## src/rtl/sirq_pkg.sv

```systemverilog
package sirq_pkg;

  localparam int unsigned SRC_W = 8;

  typedef enum logic [SRC_W-1:0] {
    SRC_NONE   = 8'h00,
    SRC_VBLANK = 8'h02,
    SRC_TICK   = 8'h04
  } src_code_e;

endpackage

```

## src/rtl/sirq_line_decode.sv

```systemverilog
module sirq_line_decode #(
  parameter int unsigned LINE_W      = 9,
  parameter int unsigned VBLANK_LINE = 256,
  parameter int unsigned TICK_LOG2   = 2
) (
  input  logic              line_stb,
  input  logic [LINE_W-1:0] line_num,
  output logic              ev_vblank,
  output logic              ev_tick
);

  localparam logic [LINE_W-1:0] VBL_L = LINE_W'(VBLANK_LINE);

  function automatic logic on_tick_grid(input logic [LINE_W-1:0] ln);
    return (ln[TICK_LOG2-1:0] == '0);
  endfunction

  function automatic logic on_vblank(input logic [LINE_W-1:0] ln);
    return (ln == VBL_L);
  endfunction

  // vblank outranks the periodic tick on the shared line
  assign ev_vblank = line_stb && on_vblank(line_num);
  assign ev_tick   = line_stb && on_tick_grid(line_num) && !on_vblank(line_num);

endmodule

```

## src/rtl/sirq_bus_decode.sv

```systemverilog
module sirq_bus_decode #(
  parameter int unsigned       ADDR_W   = 16,
  parameter logic [ADDR_W-1:0] SRC_ADDR = 16'hFF04
) (
  input  logic [ADDR_W-1:0] cpu_addr,
  input  logic              cpu_wr,
  input  logic              cpu_rd,
  output logic              wr_hit,
  output logic              rd_hit
);

  logic addr_hit;

  assign addr_hit = (cpu_addr == SRC_ADDR);
  assign wr_hit   = cpu_wr && addr_hit;
  assign rd_hit   = cpu_rd && addr_hit;

endmodule

```

## src/rtl/sirq_src_reg.sv

```systemverilog
module sirq_src_reg
  import sirq_pkg::*;
(
  input  logic             clk,
  input  logic             rst_n,
  input  logic             ev_vblank,
  input  logic             ev_tick,
  input  logic             wr_hit,
  input  logic [SRC_W-1:0] wdata,
  output logic [SRC_W-1:0] src_q,
  output logic             irq_q
);

  logic             any_event;
  logic [SRC_W-1:0] event_code;

  assign any_event  = ev_vblank || ev_tick;
  assign event_code = ev_vblank ? SRC_VBLANK : SRC_TICK;

  always_ff @(posedge clk or negedge rst_n) begin
    if (!rst_n) begin
      src_q <= SRC_NONE;
      irq_q <= 1'b0;
    end else if (any_event) begin
      // a hardware event is never lost to a concurrent CPU write
      src_q <= event_code;
      irq_q <= 1'b1;
    end else if (wr_hit) begin
      src_q <= wdata;
      if (wdata == SRC_NONE) irq_q <= 1'b0;
    end
  end

endmodule

```

## src/rtl/scanline_irq_ctrl.sv

```systemverilog
module scanline_irq_ctrl
  import sirq_pkg::*;
#(
  parameter int unsigned       LINE_W      = 9,
  parameter int unsigned       VBLANK_LINE = 256,
  parameter int unsigned       TICK_LOG2   = 2,
  parameter int unsigned       ADDR_W      = 16,
  parameter logic [ADDR_W-1:0] SRC_ADDR    = 16'hFF04
) (
  input  logic              clk,
  input  logic              rst_n,
  input  logic              line_stb,
  input  logic [LINE_W-1:0] line_num,
  input  logic [ADDR_W-1:0] cpu_addr,
  input  logic              cpu_wr,
  input  logic              cpu_rd,
  input  logic [SRC_W-1:0]  cpu_wdata,
  output logic [SRC_W-1:0]  cpu_rdata,
  output logic              irq
);

  logic             ev_vblank;
  logic             ev_tick;
  logic             wr_hit;
  logic             rd_hit;
  logic [SRC_W-1:0] src_q;

  sirq_line_decode #(
    .LINE_W(LINE_W), .VBLANK_LINE(VBLANK_LINE), .TICK_LOG2(TICK_LOG2)
  ) u_line (
    .line_stb(line_stb), .line_num(line_num),
    .ev_vblank(ev_vblank), .ev_tick(ev_tick)
  );

  sirq_bus_decode #(
    .ADDR_W(ADDR_W), .SRC_ADDR(SRC_ADDR)
  ) u_bus (
    .cpu_addr(cpu_addr), .cpu_wr(cpu_wr), .cpu_rd(cpu_rd),
    .wr_hit(wr_hit), .rd_hit(rd_hit)
  );

  sirq_src_reg u_src (
    .clk(clk), .rst_n(rst_n),
    .ev_vblank(ev_vblank), .ev_tick(ev_tick),
    .wr_hit(wr_hit), .wdata(cpu_wdata),
    .src_q(src_q), .irq_q(irq)
  );

  assign cpu_rdata = rd_hit ? src_q : SRC_NONE;

endmodule

```

## config.mk

```make
export PLATFORM = sky130hd
export DESIGN_NAME = scanline_irq_ctrl
export DESIGN_NICKNAME = d
export VERILOG_FILES = /design/src/rtl/sirq_pkg.sv /design/src/rtl/sirq_line_decode.sv /design/src/rtl/sirq_bus_decode.sv /design/src/rtl/sirq_src_reg.sv /design/src/rtl/scanline_irq_ctrl.sv
export SDC_FILE = /design/constraint.sdc
export NUM_CORES = 1
export LEC_CHECK = 0
export BUFFER_PORTS_ARGS = -buffer_cell sky130_fd_sc_hd__buf_2
export CAP_MARGIN = 20
export CORE_AREA = 2 2 41 43
export CTS_CLUSTER_SIZE = 40
export DETAILED_ROUTE_END_ITERATION = 7
export DIE_AREA = 0 0 43 45
export GPL_ROUTABILITY_DRIVEN = 0
export PLACE_DENSITY = 0.89
export SYNTH_ARGS = -nofsm -noshare
export SYNTH_HDL_FRONTEND = slang
export SYNTH_HIERARCHICAL = 1
export SYNTH_SLANG_ARGS = --single-unit
export TNS_END_PERCENT = 20
```

## constraint.sdc

```tcl
create_clock -name clk -period 4.2 [get_ports clk]
set_clock_uncertainty 0.1 [all_clocks]
set_input_delay 0.21 -clock clk [delete_from_list [all_inputs] [get_ports clk]]
set_output_delay 0.21 -clock clk [all_outputs]
set_load 0.03 [all_outputs]
```

==> reports/metrics.cfg, run 1 <==
[critical_path]
crit_arrival_ns = 1.78
crit_required_ns = 3.89
end_kind = output pin
critPathLaunchType = input pin
rr_worst_depth = 3
worst-setup-path-type = in2out
path_max_fanout = 8
r2r-start = u_src/src_q[2]
setup.worst_path.start = cpu_addr[1]

[synthesis]
syn_area_um2 = 556
ys_seq_area_share_pct = 40.5
synthCells = 53
synth_area_per_cell_um2 = 10.5
synth-edff-count = 0
synth_ff_type = dfrtp_1
yosysWarnings = 6
ys_ff_latch = 9
synth_nets = 91
synthArstFlopShare_pct = 100
synth_cell_types = 22

[route]
drt_first_pass_iters = 4
vias = 583
vias_per_cell = 4.94
post-route-drc-count = 0
post_drt_wl_per_cell_um = 12.0
first_iter_violations = 6
wl_mm = 1.42
postRouteAntennaNets = 0

[power_and_ir_drop]
power_mw = 0.177
p_leak_nw = 0.418
switching_power_mw = 0.0375
p_clk_share_pct = 36.0
power.density_mw_per_mm2 = 213
p_seq_share_pct = 49.2
irDropWorstVdd_mv = 0.169
pwr-share-comb_pct = 14.8
p_sw_share_pct = 21.2
p_int_mw = 0.139

[clock_tree]
cts.root.buffer_cell = clkbuf_4
clock_sinks = 9
cts_max_level = 1
clockBufferDepth = 2
cts-buffers-inserted = 3
path_clk_slew_ns = 0.06
cts_tree = built
post_cts_resized = 0
insertion_delay_ns = 0.25

[timing]
setup_ws_ns = 2.11
min_period_over_period_pct = 49.9
fin_crit_ns = 2.09
setup_viol = 0
setup_tns_ns = 0
worstMarginPinSlew_ns = 0.489
slew-limit-headroom_pct = 67.4
finalHoldViolCount = 0
slew_viol_final = 0
hold-worst-slack_ns = 0.127
fmax_ghz = 0.478
rsz0062_at_grt = no

[hold_path]
min_from = cpu_wdata[5]
hold_class = in2reg
holdPathStages = 3

[global_route]
gr-usage-all-layers_pct = 15.6
grt_pass1_vias = 560
grt_pass1_wl_mm = 2.26
overflow = 0
grt_max_degree = 11
antenna_found_initial = 0

[finish]
fillers = 143
n_antenna_cell = 0
syn_to_final_growth_pct = 49.5
drive_above_1_share_pct = 53.9
layout.cells.non_filler = 118
fin_nets = 141
layout.cell_area.non_filler_um2 = 831
finish.utilization_pct = 56.5

[floorplan]
dieWidth_um = 43
core_area_mm2 = 0.00147
chipHeight_um = 45
start_util_pct = 37.8
die-area_mm2 = 0.00194
io_pins = 47
num_rows = 14

[run_status]
run_status = complete, no violations

[placed_design]
place_ws_ns = 1.91
dp_cells = 113
portBuffers = 46
place_area_um2 = 795
place_hpwl_mm = 1.22

[flow_run]
cap_viol_max_count = 0

-- power groups by stage --
stage	clock (mW)	sequential [mW]	combinational, mW
after global routing	0.0736	0.0870	0.0290
after detailed placement	0	0.0886	0.0255
after floorplan	0	0.0887	0.00566
after CTS	0.0658	0.0871	0.0264
after global placement	0	0.0886	0.0245
final	0.0637	0.0871	0.0261
-- critical path: stages --
cell	delay, ns
buf_2	0.09
or4_4	0.52
nor4_2	0.30
and2_1	0.30
and2_1	0.17
buf_2	0.19
-- logic make-up after synthesis --
family	share of synthesized area [%]
AND/OR/NAND/NOR	39.0
flip-flops	40.5
multiplexers	12.6
AO/OA/AOI/OAI	5.86
buffers and inverters	2.03
-- cell type report --
| type | instances | area, µm² | share of cell area [%] |
|---|---|---|---|
| multi-input combinational | 42 | 319 | 38.4 |
| timing repair buffer | 47 | 240 | 28.9 |
| sequential | 9 | 225 | 27.1 |
| clock buffer | 4 | 26.3 | 3.16 |
| tap | 16 | 20.0 | 2.41 |
-- routing by layer --
| metal | global-route usage [%] | share of wire (%) | vias to the layer above |
|---|---|---|---|
| met4 | 3.64 | 0 | 0 |
| met2 | 29.4 | 57 | 14 |
| met5 | 0 | 0 | - |
| met1 | 17.4 | 38 | 279 |
| met3 | 4.80 | 4.4 | 0 |
| li1 | - | - | 290 |
-- synthesized netlist by cell type, types with 2 or more instances --
cell       n  area share (%)
and2_1    10              11
dfrtp_1    9              41
mux2i_1    7              13
nand4b_1   2             3.2
nor2_1     7             4.7
nor4_2     2             4.5
-- path summary, 6_finish.rpt --
check,to,slack [ns]
setup / recovery,cpu_rdata[7],2.11
hold / removal,u_src/src_q[5],0.13
setup reg to reg,u_src/src_q[2],3.14
hold reg to reg,u_src/irq_q,0.40
max in group asynchronous,u_src/src_q[4],3.58
min in group asynchronous,u_src/src_q[6],0.24
-- layout by cell type, fill, tap and decap left out --
| master | Yosys | routed |
|---|---|---|
| dlygate4sd3_1 | 0 | 1 |
| nand4bb_1 | 1 | 1 |
| o21bai_1 | 1 | 1 |
| mux2i_1 | 7 | 7 |
| or3_1 | 1 | 1 |
| nor3_1 | 1 | 1 |
| a211oi_1 | 1 | 1 |
| buf_2 | 0 | 46 |
| clkbuf_1 | 1 | 1 |
| nand4b_1 | 2 | 2 |
| and2_1 | 10 | 10 |
| a21o_1 | 1 | 1 |
| or4_4 | 1 | 1 |
| nor2b_1 | 1 | 1 |
| nor4_2 | 2 | 2 |
| or2_1 | 1 | 1 |
| dfrtp_1 | 9 | 9 |
| or4b_4 | 1 | 1 |
| nor3_2 | 1 | 1 |
| clkbuf_4 | 0 | 3 |
| o21ba_1 | 1 | 1 |
| or3b_2 | 1 | 1 |
| nor2_1 | 7 | 7 |
| nand4_1 | 1 | 1 |
-- flip-flops by register name (all words and copies together) (netlist names) --
signal	flops
u_src/irq_q	1
u_src/src_q	8
-- repair_timing --
item / in CTS / in global routing
endpoints found under the hold margin: 9 / 0
hold buffers: 1 / 0
setup buffers: 0 / 0
Power figures use the tool's default switching activity.
==> run 2, diff against run 1 <==
--- a/config.mk
+++ b/config.mk
@@ -7,12 +7,12 @@
 export LEC_CHECK = 0
 export BUFFER_PORTS_ARGS = -buffer_cell sky130_fd_sc_hd__buf_2
 export CAP_MARGIN = 20
-export CORE_AREA = 2 2 41 43
+export CORE_AREA = 2 2 45 47
 export CTS_CLUSTER_SIZE = 40
 export DETAILED_ROUTE_END_ITERATION = 7
-export DIE_AREA = 0 0 43 45
+export DIE_AREA = 0 0 47 49
 export GPL_ROUTABILITY_DRIVEN = 0
-export PLACE_DENSITY = 0.89
+export PLACE_DENSITY = 0.79
 export SYNTH_ARGS = -nofsm -noshare
 export SYNTH_HDL_FRONTEND = slang
 export SYNTH_HIERARCHICAL = 1
==> constraint.sdc (replaced) <==
create_clock -name clk -period 1.8 [get_ports clk]
set_clock_uncertainty 0.1 [all_clocks]
set_input_delay 0.09 -clock clk [delete_from_list [all_inputs] [get_ports clk]]
set_output_delay 0.09 -clock clk [all_outputs]
set_load 0.03 [all_outputs]
==> reports/metrics.cfg, run 2 (synthesis results as in run 1) <==
[run_status]
run_status = complete, no violations

[finish]
most-common-layout-cells = buf_2 (42), and2_1 (9), dfrtp_1 (9), mux2i_1 (7), nor2_1 (7)
regMostFlops = u_src/src_q
layout_commonest_cell = buf_2
layout.cells.non_filler = 131
largest_reg_flops = 8
largest_registers = u_src/src_q (8), u_src/irq_q (1)
syn_to_final_growth_pct = 61.3
fin_nets = 143
fillers = 191
drive_above_1_share_pct = 54.8
n_antenna_cell = 0

[critical_path]
path_max_fanout = 8
crit_chain = buf_2, or4_4, nor4_4, and2_4, and2_1, clkbuf_4
slowest_stage = or4_4
max_stage_delay_ns = 0.54
crit_family = simple AND/OR/NAND/NOR gates
crit_required_ns = 1.61
end_kind = output pin
r2r_slack_ns = 0.80
worst-setup-path-type = in2out
crit_arrival_ns = 1.42
rr_worst_depth = 3
r2r-start = u_src/src_q[2]
critPathLaunchType = input pin
path_buf_inv = 2
r2r-end = u_src/src_q[2]

[placed_design]
place_ws_ns = -0.0999
dp_cells = 125
place_hpwl_mm = 1.21
portBuffers = 46

[floorplan]
start_util_pct = 30.2
num_rows = 16
chipHeight_um = 49
core_area_mm2 = 0.00184
die-area_mm2 = 0.00230
dieWidth_um = 47
io_pins = 47

[hold_path]
holdPathStages = 3
min_from = cpu_wdata[0]
hold_class = in2reg
min_to = u_src/src_q[0]

[global_route]
overflow = 0
antenna_found_initial = 0
grt_max_degree = 11
grt_pass1_wl_mm = 2.50
gr-usage-all-layers_pct = 15.0
grt_pass1_vias = 597

[route]
vias_per_cell = 4.48
wl_mm = 1.57
post_drt_wl_per_cell_um = 12.0
postRouteAntennaNets = 0
first_iter_violations = 9
drt_first_pass_iters = 6
vias = 587
post-route-drc-count = 0

[power_and_ir_drop]
p_leak_nw = 0.443
irDropWorstVdd_mv = 0.461
power_mw = 0.419
power.density_mw_per_mm2 = 468

[clock_tree]
cts_tree = built
clockBufferDepth = 2
cts.root.buffer_cell = clkbuf_4
insertion_delay_ns = 0.26
path_clk_slew_ns = 0.06
cts_setup_buffers = 0
cts_max_level = 1
cts-buffers-inserted = 3
clock_sinks = 9

[timing]
slew_viol_final = 0
rsz0062_at_grt = no
setup_ws_ns = 0.186
setup_viol = 0
worstMarginPinSlew_ns = 0.241
fin_crit_ns = 1.61
min_period_over_period_pct = 89.6
finalHoldViolCount = 0
fmax_ghz = 0.620
slew-limit-headroom_pct = 83.9

[flow_run]
cap_viol_max_count = 0

==> run 2: stage by stage <==
| step | cell area, µm² | setup TNS (ns) | hold slack (ns) | util [%] |
|---|---|---|---|---|
| after floorplan | 556 | 0 | -0.306 | - |
| after global placement | 828 | -0.156 | -0.154 | 45.0 |
| after detailed placement | 828 | -0.560 | -0.151 | 45.0 |
| after CTS | 876 | 0 | 0.00412 | 47.6 |
| after global routing | 896 | 0 | 0.00492 | 48.6 |
| final | 896 | 0 | 0.00639 | 48.6 |
==> run 2: worst max-delay path by stage <==
stage / cells past startpoint / startpoint / end
floorplan: 7 / cpu_addr[1] / u_src/src_q[2]
global placement: 8 / cpu_addr[1] / u_src/src_q[2]
detailed placement: 8 / cpu_addr[1] / u_src/src_q[2]
CTS: 6 / cpu_addr[1] / cpu_rdata[2]
global route: 6 / cpu_addr[1] / cpu_rdata[0]
finish: 6 / cpu_addr[1] / cpu_rdata[0]
==> run 2: what timing repair did <==
| action | 4_1_cts | 5_1_grt |
|---|---|---|
| hold buffers | 2 | 0 |
| endpoints found under the hold margin | 10 | 0 |
| endpoints found under the setup margin | 8 | 8 |
| resized for setup | 1 | 8 |
| pin swaps | 0 | 2 |
==> run 2: per-layer routing <==
| layer | share of wire (%) | GRT usage [%] |
|---|---|---|
| met1 | 38 | 16.8 |
| met2 | 57 | 26.9 |
| met3 | 4.8 | 6.67 |
| met4 | 0 | 0 |
| met5 | 0 | 0 |
==> run 2: layout make-up <==
| cell class | instances | area, µm² | share of cell area (%) |
|---|---|---|---|
| timing repair buffer | 49 | 280 | 31.3 |
| tap | 27 | 33.8 | 3.77 |
| multi-input combinational | 42 | 330 | 36.9 |
| clock buffer | 4 | 26.3 | 2.93 |
| sequential | 9 | 225 | 25.1 |
==> run 2: worst register-to-register path: stages (launching register included) <==
cell,delay [ns]
dfrtp_1,0.37
nor2b_1,0.13
a211oi_1,0.21
nor2_1,0.07
==> run 2: power by group <==
group	internal [mW]	total (mW)	switching, mW
sequential	0.203	0.203	0.000290
clock	0.0852	0.152	0.0664
combinational	0.0391	0.0645	0.0255
total	0.327	0.419	0.0922
